File: config.mk
export PLATFORM = sky130hd
export DESIGN_NAME = bidir_xcvr
export DESIGN_NICKNAME = d
export VERILOG_FILES = /design/src/rtl/xcvr_pkg.sv /design/src/rtl/xcvr_elem.sv /design/src/rtl/xcvr_bdrv.sv /design/src/rtl/bidir_xcvr.sv
export SDC_FILE = /design/constraint.sdc
export NUM_CORES = 1
export LEC_CHECK = 0
export BUFFER_PORTS_ARGS = -buffer_cell sky130_fd_sc_hd__buf_4
export CAP_MARGIN = 20
export CORE_UTILIZATION = 45
export DETAILED_ROUTE_END_ITERATION = 10
export PLACE_DENSITY = 0.85
export SLEW_MARGIN = 20
export SYNTH_ARGS = -nofsm -noshare
export SYNTH_HDL_FRONTEND = slang
export SYNTH_SLANG_ARGS = --single-unit
File: constraint.sdc
create_clock -name clk -period 1.8 [get_ports clk]
set_input_delay 0.18 -clock clk [delete_from_list [all_inputs] [get_ports clk]]
set_output_delay 0.18 -clock clk [all_outputs]
set_load 0.005 [all_outputs]
File: src/rtl/xcvr_pkg.sv
package xcvr_pkg;
  typedef enum logic [1:0] {XM_REG = 2'd0, XM_LAT = 2'd1, XM_PASS = 2'd2} xmode_e;

  // Two-bit select: high bit forces pass-through, else low bit picks latch
  function automatic xmode_e decode_mode(input logic [1:0] sel);
    if (sel[1])      return XM_PASS;
    else if (sel[0]) return XM_LAT;
    else             return XM_REG;
  endfunction

  // Driver gating: on only for the one enable pair combination
  function automatic logic drv_on(input logic en_p, input logic en_n);
    return en_p & ~en_n;
  endfunction
endpackage

File: src/rtl/xcvr_elem.sv
module xcvr_elem #(
  parameter int W = 8
) (
  input  logic         clk,
  input  logic         rst,
  input  logic [1:0]   sel,
  input  logic         stb,
  input  logic [W-1:0] din,
  output logic [W-1:0] dout,
  output logic         cap
);
  import xcvr_pkg::*;

  xmode_e       mode;
  logic         stb_q;
  logic         stb_rise;
  logic [W-1:0] held;

  assign mode     = decode_mode(sel);
  assign stb_rise = stb & ~stb_q;
  assign cap      = ((mode == XM_REG) & stb_rise) | ((mode == XM_LAT) & stb);

  always_ff @(posedge clk) begin
    if (rst) begin
      held  <= '0;
      stb_q <= 1'b0;
    end else begin
      stb_q <= stb;
      if (cap) held <= din;
    end
  end

  always_comb begin
    case (mode)
      XM_PASS: dout = din;
      XM_LAT:  dout = stb ? din : held;
      default: dout = held;
    endcase
  end
endmodule

File: src/rtl/xcvr_bdrv.sv
module xcvr_bdrv #(
  parameter int W = 8
) (
  input  logic         en_p,
  input  logic         en_n,
  input  logic [W-1:0] val,
  output logic         on,
  output logic [W-1:0] pull
);
  import xcvr_pkg::*;

  assign on = drv_on(en_p, en_n);

  // Bus level is ~val; a 0 on the bus means pull that bit low
  for (genvar i = 0; i < W; i++) begin : g_bit
    assign pull[i] = on & val[i];
  end
endmodule

File: src/rtl/bidir_xcvr.sv
module bidir_xcvr #(
  parameter int W = 8
) (
  input  logic         clk,
  input  logic         rst,
  input  logic [W-1:0] a_in,
  output logic [W-1:0] a_out,
  output logic         a_oe,
  input  logic         a_en,
  input  logic [W-1:0] b_in,
  output logic [W-1:0] b_pull,
  input  logic         b_en_p,
  input  logic         b_en_n,
  input  logic [1:0]   sel_ab,
  input  logic [1:0]   sel_ba,
  input  logic         stb_ab,
  input  logic         stb_ba,
  input  logic         loopback
);
  logic [W-1:0] ab_val;
  logic [W-1:0] ba_val;
  logic [W-1:0] ba_src;
  logic         ab_cap;
  logic         ba_cap;
  logic         b_on;

  xcvr_elem #(.W(W)) u_ab (
    .clk(clk), .rst(rst), .sel(sel_ab), .stb(stb_ab),
    .din(a_in), .dout(ab_val), .cap(ab_cap)
  );

  assign ba_src = loopback ? ab_val : b_in;

  xcvr_elem #(.W(W)) u_ba (
    .clk(clk), .rst(rst), .sel(sel_ba), .stb(stb_ba),
    .din(ba_src), .dout(ba_val), .cap(ba_cap)
  );

  xcvr_bdrv #(.W(W)) u_bdrv (
    .en_p(b_en_p), .en_n(b_en_n), .val(ab_val), .on(b_on), .pull(b_pull)
  );

  assign a_out = ~ba_val;
  assign a_oe  = a_en;
endmodule

==> flow_metrics.py <==
metrics = {
    "global_routing": {
        "grt_usage_pct": 20.88,
        "antenna_found_initial": 0,
        "grt_max_degree": 25,
        "grt_pass1_wl_um": 4381,
        "first_global_vias": 1040,
        "gr-total-overflow": 0,
    },
    "sta": {
        "final-hold-violation-count": 0,
        "finalCritPeriodShare_pct": 86.36,
        "slew_viol_final": 0,
        "slew_headroom_pct": 56.32,
        "setup_viol": 0,
        "setup_tns_ps": 0,
        "tightest_slew_ps": 655.2,
        "max_freq_mhz": 643.3,
        "holdWs_ps": 121.5,
        "grt_setup_unrepaired": "false",
        "skew_ps": 10.70,
        "min_period_ps": 1554,
    },
    "clock_network": {
        "cts_resized": 0,
        "cts_buffers": 3,
        "clock-sinks": 18,
        "clk_latency_ps": 300,
        "cts_root_buffer": "clkbuf_4",
        "cts_tree": "done",
        "cts.reportedPaths.clkPinSlew_ps": 110,
        "cts_hold_buf": 0,
        "clockBufferDepth": 2,
        "cts_max_level": 1,
        "post_cts_buffers": 0,
    },
    "synthesis": {
        "syn_nets": 172,
        "ys_seq_elements": 18,
        "synth.largest_area_cell": "dfxtp_1",
        "synth.avg_cell_area_sq_um": 8.237,
        "synthCells": 144,
        "syn_area_sq_um": 1186,
        "ys_seq_area_share_pct": 30.38,
        "synth_area_leaders": "dfxtp_1, nor2b_1, a21oi_1",
        "synth_top_area_share_pct": 30.38,
        "ys_warn_count": 0,
        "ys_types": 27,
    },
    "finish": {
        "area_growth_pct": 28.80,
        "n_antenna_cell": 0,
        "fin_area_sq_um": 1528,
        "finish.utilization_pct": 61.67,
        "drive_gt1_share_pct": 36.81,
        "fillers": 221,
        "nets": 211,
    },
    "status": {
        "status": "finished clean",
    },
    "power_and_ir_drop": {
        "peakVddDrop_v": 0.0004113,
        "leakagePower_nw": 0.6365,
        "powerDensity_nw_per_um2": 613.1,
    },
    "die": {
        "ios": 45,
        "core_area_sq_um": 2477,
        "rows": 18,
        "die_h_um": 53.34,
        "die_width_um": 53.34,
        "dieArea_sq_um": 2845,
        "start_util_pct": 47.88,
    },
    "route": {
        "dr.pass1.iters": 4,
        "detail_route.iter0.violations": 23,
        "route.detailed.drc": 0,
        "vias": 1182,
        "ant_nets": 0,
        "wl_um": 2835,
        "wl_per_cell_um": 13.37,
        "viasPerCell": 5.575,
    },
    "critical_path": {
        "critical_path.max_fanout": 14,
        "required_ps": 1620,
        "critPathLaunch": "sel_ab[0]",
        "path_class": "in -> out",
        "endpoint_kind": "primary output",
        "regToRegStartpoint": "u_ab.stb_q",
        "critPathLaunchType": "input port",
        "cp.arrival_ps": 1370,
    },
    "place": {
        "place_area_sq_um": 1491,
        "hpwlAfterDp_um": 2174,
        "globalplace.congestion": 0.7731,
        "port_buffers": 42,
    },
    "hold_path": {
        "min_from": "rst",
        "hold_path_class": "in -> reg",
    },
    "run": {
        "cap_violations": 0,
    },
}
## layout by cell type, fill, tap and decap left out
master,count
buf_4,44
nor2b_1,26
dfxtp_1,18
nand2_1,16
a21oi_1,16
or2_2,8
mux2i_1,8
a22oi_1,8
a32o_1,8
o21ai_0,8
or3b_2,6
clkbuf_4,3
nand2b_1,2
or3b_1,2
a21oi_2,1
a21oi_4,1
a21o_2,1
inv_1,1
and3_1,1
a31oi_1,1
nor2b_2,1
nand2b_2,1
clkbuf_8,1
## synth_stat cells
cell type  instances
a21oi_4            1
or3b_2             6
or3b_1             2
buf_4              1
o21ai_0            8
buf_2              1
buf_6              1
nor2b_2            1
nand2b_2           1
buf_1              1
a22oi_1            8
nor2b_1           26
a31oi_1            1
or2_2              8
nand2_1           16
inv_1              1
dfxtp_1           18
a21oi_1           16
a21o_2             1
and3_1             1
mux2i_1            8
buf_8              1
a32o_1             8
clkbuf_2           1
a21oi_2            1
nand2b_1           2
clkbuf_1           4
## stage by stage
step,total power [W],cells,setup WS [ps]
after floorplan,0.0005834,144,670.9
after global placement,0.0006867,208,289.8
after detailed placement,0.0006968,208,245.6
after CTS,0.0009440,212,248.7
after global routing,0.0009918,212,200.4
final,0.0009367,212,245.6
## kinds of logic after synthesis
family | count (synthesis) | share of synthesized area (%)
AND/OR/NAND/NOR | 63 | 31.96
AO/OA/AOI/OAI | 44 | 25.32
flip-flops | 18 | 30.38
buffers and inverters | 11 | 5.589
multiplexers | 8 | 6.751
## final timing paths
path | cells after the start | to | slack, ps
worst max register to register | 3 | u_ab.held[2] | 600
worst min register to register | 1 | u_ba.held[2] | 480
worst min-delay path | 2 | u_ab.held[5] | 120
worst max-delay path | 5 | a_out[6] | 250
## routing by layer
| layer | vias up | GRT usage (%) | wire length, um |
|---|---|---|---|
| met5 | - | 0 | 0 |
| met4 | 0 | 4.825 | 18 |
| met3 | 2 | 2.874 | 96 |
| met2 | 29 | 39.38 | 1524 |
| met1 | 566 | 24.19 | 1196 |
| li1 | 585 | - | - |
## where the power goes
| group | leakage (nW) | total (W) | switching (W) | internal (W) |
|---|---|---|---|---|
| clock network | 0.0210 | 0.000250 | 0.000126 | 0.000123 |
| registers | 0.147 | 0.000431 | 0.0000121 | 0.000419 |
| logic | 0.468 | 0.000256 | 0.000116 | 0.000140 |
## flip-flops by register name (all words and copies together), names as in the netlist
register and count:
u_ba.stb_q 1, u_ab.held 8, u_ba.held 8, u_ab.stb_q 1
## worst max-delay path: stages
cell and delay, ps:
buf_4 130, a21oi_4 440, mux2i_1 330, a22oi_1 120
buf_4 170
## area by class of cell
| cell class | count | area (sq um) | area share [%] |
|---|---|---|---|
| inverter | 1 | 3.754 | 0.2457 |
| tap | 30 | 37.54 | 2.457 |
| clock buffer | 4 | 36.28 | 2.375 |
| multi-input combinational | 115 | 759.5 | 49.71 |
| sequential | 18 | 360.3 | 23.59 |
| timing repair buffer | 44 | 330.3 | 21.62 |
Note: power is estimated with default switching activity, not from simulation.
